`src/rtl/pix_mul_pkg.sv`:
```
package pix_mul_pkg;
  // Register stages the arithmetic needs before any padding is added.
  localparam int unsigned CORE_DEPTH = 3;

  // Number of padding stages needed to reach a given latency budget.
  function automatic int unsigned pad_depth(input int unsigned budget);
    return (budget > CORE_DEPTH) ? (budget - CORE_DEPTH) : 0;
  endfunction
endpackage

```
`src/rtl/pmb_split_stage.sv`:
```
// Stage 1: splits the operands into halves and registers the four partial products.
module pmb_split_stage #(
  parameter int OP_W   = 32,
  parameter int SIDE_W = 2
) (
  input  logic                      clk,
  input  logic                      rst,
  input  logic                      en,
  input  logic                      in_valid,
  input  logic [OP_W-1:0]           a,
  input  logic [OP_W-1:0]           b,
  input  logic [SIDE_W-1:0]         in_side,
  output logic [3:0][OP_W-1:0]      pp_q,
  output logic [SIDE_W-1:0]         side_q,
  output logic                      valid_q
);
  localparam int HALF = OP_W / 2;

  // Index k: bit 1 picks the half of a, bit 0 picks the half of b.
  always_ff @(posedge clk) begin
    if (en) begin
      for (int k = 0; k < 4; k++) begin
        pp_q[k] <= OP_W'(a[(k / 2) * HALF +: HALF]) * OP_W'(b[(k % 2) * HALF +: HALF]);
      end
      side_q <= in_side;
    end
  end

  always_ff @(posedge clk) begin
    if (rst)     valid_q <= 1'b0;
    else if (en) valid_q <= in_valid;
  end

  // a sample's valid flag enters the pipe only on an enabled edge.
  assert_capture_valid_R4: assert property (@(posedge clk) disable iff (rst)
    en |=> (valid_q == $past(in_valid)));

  // a stalled edge leaves the partial products and sync bits untouched.
  assert_split_hold_R5: assert property (@(posedge clk) disable iff (rst)
    !en |=> ($stable(pp_q) && $stable(side_q) && $stable(valid_q)));
endmodule

```
`src/rtl/pmb_sum_stages.sv`:
```
// Stages 2 and 3: add the cross terms, then assemble the full-width sum.
module pmb_sum_stages #(
  parameter int OP_W   = 32,
  parameter int SIDE_W = 2
) (
  input  logic                      clk,
  input  logic                      rst,
  input  logic                      en,
  input  logic [3:0][OP_W-1:0]      pp_in,
  input  logic [SIDE_W-1:0]         side_in,
  input  logic                      valid_in,
  output logic [2*OP_W-1:0]         prod_q,
  output logic [SIDE_W-1:0]         side_q,
  output logic                      valid_q
);
  localparam int HALF = OP_W / 2;
  localparam int PW   = 2 * OP_W;

  logic [OP_W:0]     mid_q;
  logic [OP_W-1:0]   lo_q;
  logic [OP_W-1:0]   hi_q;
  logic [SIDE_W-1:0] side2_q;
  logic              valid2_q;

  // Stage 2: the cross terms are summed one bit wider to keep their carry.
  always_ff @(posedge clk) begin
    if (en) begin
      mid_q   <= (OP_W+1)'(pp_in[1]) + (OP_W+1)'(pp_in[2]);
      lo_q    <= pp_in[0];
      hi_q    <= pp_in[3];
      side2_q <= side_in;
    end
  end

  // Stage 3: the outer terms are concatenated, and the shifted middle term is added.
  always_ff @(posedge clk) begin
    if (en) begin
      prod_q <= {hi_q, lo_q} + (PW'(mid_q) << HALF);
      side_q <= side2_q;
    end
  end

  always_ff @(posedge clk) begin
    if (rst) begin
      valid2_q <= 1'b0;
      valid_q  <= 1'b0;
    end else if (en) begin
      valid2_q <= valid_in;
      valid_q  <= valid2_q;
    end
  end

  // the assembled product and its sync bits freeze while stalled.
  assert_sum_hold_R5: assert property (@(posedge clk) disable iff (rst)
    !en |=> ($stable(prod_q) && $stable(side_q) && $stable(valid_q)));

  // a valid flag needs two enabled edges to cross these stages.
  assert_sum_valid_R4: assert property (@(posedge clk) disable iff (rst)
    en |=> (valid2_q == $past(valid_in)));
endmodule

```
`src/rtl/pmb_pad_line.sv`:
```
// Padding register stages that stretch the latency up to the budget.
module pmb_pad_line #(
  parameter int W      = 66,
  parameter int STAGES = 2
) (
  input  logic         clk,
  input  logic         rst,
  input  logic         en,
  input  logic [W-1:0] in_data,
  input  logic         in_valid,
  output logic [W-1:0] out_data,
  output logic         out_valid
);
  logic [W-1:0]      dq [STAGES];
  logic [STAGES-1:0] vq;

  always_ff @(posedge clk) begin
    if (en) begin
      dq[0] <= in_data;
      for (int i = 1; i < STAGES; i++) dq[i] <= dq[i-1];
    end
  end

  always_ff @(posedge clk) begin
    if (rst) vq <= '0;
    else if (en) begin
      vq[0] <= in_valid;
      for (int i = 1; i < STAGES; i++) vq[i] <= vq[i-1];
    end
  end

  assign out_data  = dq[STAGES-1];
  assign out_valid = vq[STAGES-1];

  // each padding stage moves a sample forward by exactly one enabled edge.
  assert_pad_step_R2: assert property (@(posedge clk) disable iff (rst)
    en |=> (vq[0] == $past(in_valid)));

  // the padding stages keep their contents while stalled.
  assert_pad_hold_R5: assert property (@(posedge clk) disable iff (rst)
    !en |=> ($stable(out_data) && $stable(out_valid)));
endmodule

```
`src/rtl/pix_mul_budget.sv`:
```
module pix_mul_budget
  import pix_mul_pkg::*;
#(
  parameter int OP_W    = 32,
  parameter int SIDE_W  = 2,
  parameter int LATENCY = 5
) (
  input  logic                 clk,
  input  logic                 rst,
  input  logic                 en,
  input  logic                 in_valid,
  input  logic [OP_W-1:0]      a,
  input  logic [OP_W-1:0]      b,
  input  logic [SIDE_W-1:0]    in_side,
  output logic                 out_valid,
  output logic [2*OP_W-1:0]    product,
  output logic [SIDE_W-1:0]    out_side
);
  localparam int PW  = 2 * OP_W;
  localparam int PAD = int'(pad_depth(LATENCY));
  localparam int BW  = PW + SIDE_W;

  if (LATENCY < int'(CORE_DEPTH)) begin : g_budget_too_small
    $fatal(1, "pix_mul_budget: LATENCY below the intrinsic pipeline depth");
  end

  logic [3:0][OP_W-1:0] pp;
  logic [SIDE_W-1:0]    side1;
  logic                 valid1;
  logic [PW-1:0]        prod3;
  logic [SIDE_W-1:0]    side3;
  logic                 valid3;

  pmb_split_stage #(.OP_W(OP_W), .SIDE_W(SIDE_W)) u_split (
    .clk(clk), .rst(rst), .en(en), .in_valid(in_valid),
    .a(a), .b(b), .in_side(in_side),
    .pp_q(pp), .side_q(side1), .valid_q(valid1)
  );

  pmb_sum_stages #(.OP_W(OP_W), .SIDE_W(SIDE_W)) u_sum (
    .clk(clk), .rst(rst), .en(en),
    .pp_in(pp), .side_in(side1), .valid_in(valid1),
    .prod_q(prod3), .side_q(side3), .valid_q(valid3)
  );

  if (PAD > 0) begin : g_pad
    logic [BW-1:0] bundle_out;
    pmb_pad_line #(.W(BW), .STAGES(PAD)) u_pad (
      .clk(clk), .rst(rst), .en(en),
      .in_data({side3, prod3}), .in_valid(valid3),
      .out_data(bundle_out), .out_valid(out_valid)
    );
    assign product  = bundle_out[PW-1:0];
    assign out_side = bundle_out[BW-1:PW];
  end else begin : g_no_pad
    assign product   = prod3;
    assign out_side  = side3;
    assign out_valid = valid3;
  end

  // after any reset edge, no result is flagged valid.
  logic rst_q;
  always_ff @(posedge clk) begin
    rst_q <= rst;
    if (rst_q) begin
      assert_reset_clears_R6: assert (!out_valid);
    end
  end

  // at the block boundary, a stall freezes data, sync bits and valid together.
  assert_out_hold_R5: assert property (@(posedge clk) disable iff (rst)
    !en |=> ($stable(product) && $stable(out_side) && $stable(out_valid)));
endmodule

```
`config.mk`:
```
export PLATFORM = sky130hd
export DESIGN_NAME = pix_mul_budget
export DESIGN_NICKNAME = d
export VERILOG_FILES = /design/src/rtl/pix_mul_pkg.sv /design/src/rtl/pmb_split_stage.sv /design/src/rtl/pmb_sum_stages.sv /design/src/rtl/pmb_pad_line.sv /design/src/rtl/pix_mul_budget.sv
export SDC_FILE = /design/constraint.sdc
export NUM_CORES = 2
export LEC_CHECK = 0
export BUFFER_PORTS_ARGS = -buffer_cell sky130_fd_sc_hd__buf_2
export CORE_MARGIN = 2
export CORE_UTILIZATION = 50
export CTS_BUF_LIST = sky130_fd_sc_hd__clkbuf_4
export DETAILED_ROUTE_END_ITERATION = 6
export HOLD_SLACK_MARGIN = 0.1
export PLACE_DENSITY = 0.66
export SYNTH_ARGS = -nofsm -noshare
export SYNTH_HDL_FRONTEND = slang
export SYNTH_SLANG_ARGS = --single-unit
```
`constraint.sdc`:
```
create_clock -name clk -period 8 [get_ports clk]
set_input_delay 0.8 -clock clk [delete_from_list [all_inputs] [get_ports clk]]
set_output_delay 0.8 -clock clk [all_outputs]
set_load 0.05 [all_outputs]
```
# Word-level counts from Yosys, hierarchy flattened
# Memories as Yosys holds them, arrays and structs flattened.
# Index checks and enable logic that the tools add are counted.
# W data, S select, Z words.
# totals
output_inout_bits	67
input_bits	70
n_memories	1
register_bits	300
word_cells	24
ram_bits	132
# op_classes
mux	2
n_addsub	2
multipliers	4
# mem_list
name	words	word_bits	rd	rd_ports_with_merged_regs	wr	line	text
g_pad.u_pad.dq	2	66	2	0	2	pmb_pad_line.sv:14	logic [W-1:0] dq [STAGES];
# op_table
op	n
$mul A16 B16 Y32	4
$add A64 B49 Y64	1
$add A32 B32 Y33	1
$mux W1	2

# Longest topological paths before layout
# depth
word_depth	2
ltp_mapped	23
ltp_nobuf	22

# Modules after synthesis
# Synthesis repeated with hierarchy kept, for this count alone.
# unflattened
cells_unflattened	5075
hier_area_um2	51525.7
# by_module_without_submodules
module	seq_area_each_um2	instances	area_each_um2	cells_per_inst
pmb_split_stage	3923.8	1	38434.4	4198
pmb_sum_stages	4994.8	1	8564.5	673
pmb_pad_line	4003.8	1	4526.8	204

# Worst setup path before layout
# OpenSTA, ideal clock, no wires.
# synth_timing
path_kind	in2reg
from	input port b[1]
to	register u_split.pp_q[92] (netlist bit) (data pin)
setup_ps	262
required_time_ps	7738
path_slack_ps	1443
n_path_buf	1
path_stages	21
t_arrival_ps	6295
cell_sequence	clkbuf_1 -> nand2_1 -> fa_1 -> fa_1 -> inv_1 -> fa_1 -> fa_1 -> fa_1 -> inv_1 -> fa_1 -> inv_1 -> ha_1 -> a21o_1 -> a21o_1 -> a221o_1 -> o21a_1 -> a2111oi_0 -> o21bai_1 -> a21oi_1 -> o21ai_1 -> xor2_1
# synth_via
elab_chain_len	1
# synth_rtl
element	line	text
start: declaration	pix_mul_budget.sv:13	input logic [OP_W-1:0] b,
$mul A16 B16 Y32	pmb_split_stage.sv:23	pp_q[k] <= OP_W'(a[(k / 2) * HALF +: HALF]) * OP_W'(b[(k % 2) * HALF +: HALF]);
end signal: indexed assignment	pmb_split_stage.sv:23	
end: declaration	pmb_split_stage.sv:13	output logic [3:0][OP_W-1:0] pp_q,
# Every way passes these cells.
# A chain may end at the register's enable or synchronous reset.

# Worst setup path after layout
# layout_timing
from	input port b[18]
to	register u_split.pp_q[63] (netlist bit) (data pin)
# Same word-level chain as after synthesis.

==> flow_summary.toml <==
[detailed_routing]
drc_errors = 0
drt-pass1-iter-count = 7
post_drt_wl_per_cell_um = 18.14
drtIter0Drc = 2223
vias_per_cell = 5.277
totalWireLength_mm = 117.0
ant_nets = 0
via_count = 34040

[cts]
clock_latency_ns = 0.93
root_buffer = "clkbuf_4"
h-tree-depth = 3
cts.reportedPaths.clkPinSlew_ns = 0.06
cts_buffers = 114
tritoncts = "done"
cts_setup_buffers = 0
numClockSinks = 432
clock_path_buffers = 3

[worst_setup_path]
r2r_end = "u_sum.mid_q[30]$_DFFE_PP_"
cp-endpoint = "u_split.pp_q[63]$_DFFE_PP_"
critPathRequiredTime_ns = 8.67
crit_family = "adder cells"
timing.critical_path.buf_inv = 4
cp.depth = 20
r2r_cells = 12
worstReg2RegStart = "u_split.pp_q[32]$_DFFE_PP_"
worst-setup-path-type = "in -> reg"
setup.worst_path.end_class = "flip-flop"
cp-start-kind = "primary input"
rrSetupSlack_ns = 3.75
cp_slowest_stage_delay_ns = 0.61
crit_fanout = 32
cp_cell_sequence = "buf_2, nand2_1, fa_1, fa_1, inv_1, fa_1, fa_1, fa_1, inv_1, fa_1, inv_1, ha_1, a21o_1, a2111oi_0, a31oi_1, nor2_1, o31ai_1, o41ai_2, o21ai_0, xnor2_1"
cpMaxStageDelayCell = "buf_2"
crit_arrival_ns = 7.33
startpoint = "b[18]"
path_common_cell = "fa_1"

[timing]
period_minus_slack_ns = 6.658
finalCritPeriodShare_pct = 83.22
fmax_mhz = 150.2
drv_slew = 0
worst_pin_slew_ns = 1.044
finalSetupTns_ns = 0
finalClockSkew_ns = 0.1026
hold_violations = 0
setup_ws_ns = 1.342
rsz0062_at_grt = "no"
relSlewSlack_pct = 28.58
setup_viol = 0

[die]
rows = 117
dieArea_mm2 = 0.1044
chipWidth_um = 323.1
core-area_mm2 = 0.1013
io-pin-count = 137
start_util_pct = 50.25
die_h_um = 323.1

[yosys]
ys.warnings.count = 0
ys_seq_elements = 432
synthMuxAreaShare_pct = 0.1622
yosysTopAreaCell = "fa_1"
yosys.area_share.simple_pct = 13.43
synthesis.area_mm2 = 0.05090
synth_fp_nets = 6273
synth_top_family_by_area = "adder cells"
yosysUniqueCellTypes = 69
yosysSeqAreaShare_pct = 25.39
synth-async-reset-ratio_pct = 0
synth-edff-count = 427
synth_xor_area_share_pct = 3.028
synthAdderAreaFrac_pct = 42.42
netlist_instances = 4944
synth_compound_area_share_pct = 6.116
yosys-top-cells-area = "fa_1 31%, edfxtp_1 25%, ha_1 12%"
ys.flop_type = "edfxtp_1"
avgSynthCellArea_um2 = 10.30
synth_top_area_share_pct = 30.60

[layout]
syn_to_final_growth_pct = 6.128
drive_gt1_share_pct = 8.039
fin_nets = 6329

[min_path]
hold_class = "reg -> reg"
hp-start = "u_sum.prod_q[29]$_DFFE_PP_"

[global_routing]
grt_pass1_vias = 35310
grt_pass1_wl_mm = 189.9
grt_overflow = 0
antenna_found_initial = 8
grt.total_usage_pct = 23.36
grt_max_degree = 168

[place]
place.gp.congestion = 0.8891
portBuffers = 136
dp_hpwl_mm = 90.23
preCtsSetupSlack_ns = 0.5154

[job]
maxCapViolCount = 0

[status]
status = "finished, final reports clean"
[cells by family after synthesis]
group,Yosys count
compound gates,471
fa+ha+maj,1259
mux,8
buf+inv,1216
flops,432
simple gates,1382
xor+xnor,176
[repair_timing]
action                                 CTS  global route
hold buffers                             4             0
resized for setup                        0             0
endpoints found under the hold margin    7             0
[cells in the final DEF (no fill, tap or decap), types with 6 or more instances in the layout]
cell type	count
clkbuf_4	158
and2_1	497
clkinv_2	9
a211oi_1	18
o211ai_1	14
nand4_1	15
ha_1	481
xor2_1	51
mux2i_1	6
diode_2	7
o21bai_1	19
or3_1	9
nor3_1	26
a31oi_1	15
a211o_1	7
inv_1	943
and4_1	8
o21a_1	21
xnor2_1	125
nand3_1	39
and3_1	17
nand2b_1	27
clkinv_1	20
nor2_1	92
buf_2	135
o21ai_0	85
a2111oi_0	6
buf_4	71
fa_1	778
nor2b_1	15
o21ai_1	11
edfxtp_1	427
nor3b_1	6
a21oi_1	136
nand2_1	616
a21o_1	87
[cells in the mapped netlist (85+ instances only)]
library cell	instances
fa_1	778
a21oi_1	136
ha_1	481
and2_1	497
edfxtp_1	427
xnor2_1	125
clkbuf_1	204
inv_1	943
nand2_1	616
nor2_1	92
o21ai_0	85
a21o_1	87
[flip-flops by register name, summed over array words and instances, names as in the netlist, 2 cells and up]
name,count
u_sum.side2_q,2
u_split.side_q,2
g_pad.u_pad.dq,132
u_sum.hi_q,32
u_sum.lo_q,32
g_pad.u_pad.vq,2
u_sum.mid_q,33
u_sum.prod_q,64
u_split.pp_q,128
u_sum.side_q,2
[per-stage QoR]
| stage | util [%] | cells | hold slack (ns) | cell area (um^2) |
|---|---|---|---|---|
| 2_1_floorplan | - | 4944 | 0.4003 | 50900 |
| 3_3_place_gp | 51.93 | 6248 | 0.4002 | 52600 |
| 3_5_place_dp | 51.93 | 6248 | 0.4045 | 52600 |
| 4_1_cts | 53.31 | 6443 | 0.3500 | 54000 |
| 5_1_grt | 53.32 | 6448 | 0.3594 | 54020 |
| 6_report | 53.33 | 6450 | 0.3490 | 54020 |
[worst min-delay path by stage]
stage,cells past startpoint,end,slack (ns)
6_report,0,g_pad.u_pad.dq[0][29]$_DFFE_PP_,0.35
5_1_grt,0,g_pad.u_pad.dq[0][29]$_DFFE_PP_,0.36
4_1_cts,0,g_pad.u_pad.dq[0][29]$_DFFE_PP_,0.35
3_5_place_dp,0,g_pad.u_pad.dq[0][100]$_DFFE_PP_,0.40
3_3_place_gp,0,g_pad.u_pad.dq[0][24]$_DFFE_PP_,0.40
2_1_floorplan,0,g_pad.u_pad.dq[0][0]$_DFFE_PP_,0.40
[cell type report]
| type | instances | area [um^2] |
|---|---|---|
| sequential | 432 | 12920 |
| clock buffer | 158 | 1186 |
| antenna | 7 | 17.52 |
| inverter | 943 | 3540 |
| tap | 1368 | 1712 |
| multi-input combinational | 3296 | 33160 |
| fill | 9144 | 47280 |
| clock inverter | 33 | 175.2 |
| timing repair buffer | 213 | 1304 |
[layer usage]
| layer | global-route usage (%) | vias up | share of wire (%) | wire [um] |
|---|---|---|---|---|
| met3 | 4.452 | 192 | 7.2 | 8395 |
| met2 | 36.98 | 1160 | 46 | 53310 |
| met4 | 6.987 | 8 | 2.7 | 3213 |
| met5 | 0 | - | 0.040 | 47 |
| met1 | 32.78 | 17060 | 44 | 52040 |
| li1 | - | 15620 | - | - |
[worst reg2reg max path, delay by kind of cell (launching register included)]
family / cells / cell delay (ns)
DFF: 1 / 0.33
buffers and inverters: 1 / 0.07
muxes: 1 / 0.35
and+or+nand+nor: 2 / 0.50
adders and majority gates: 2 / 0.60
AOI/OAI and AO/OA: 6 / 2.09
Power is not shown: default switching activity piles up to over one toggle a cycle in this logic, so the estimate is an artifact.
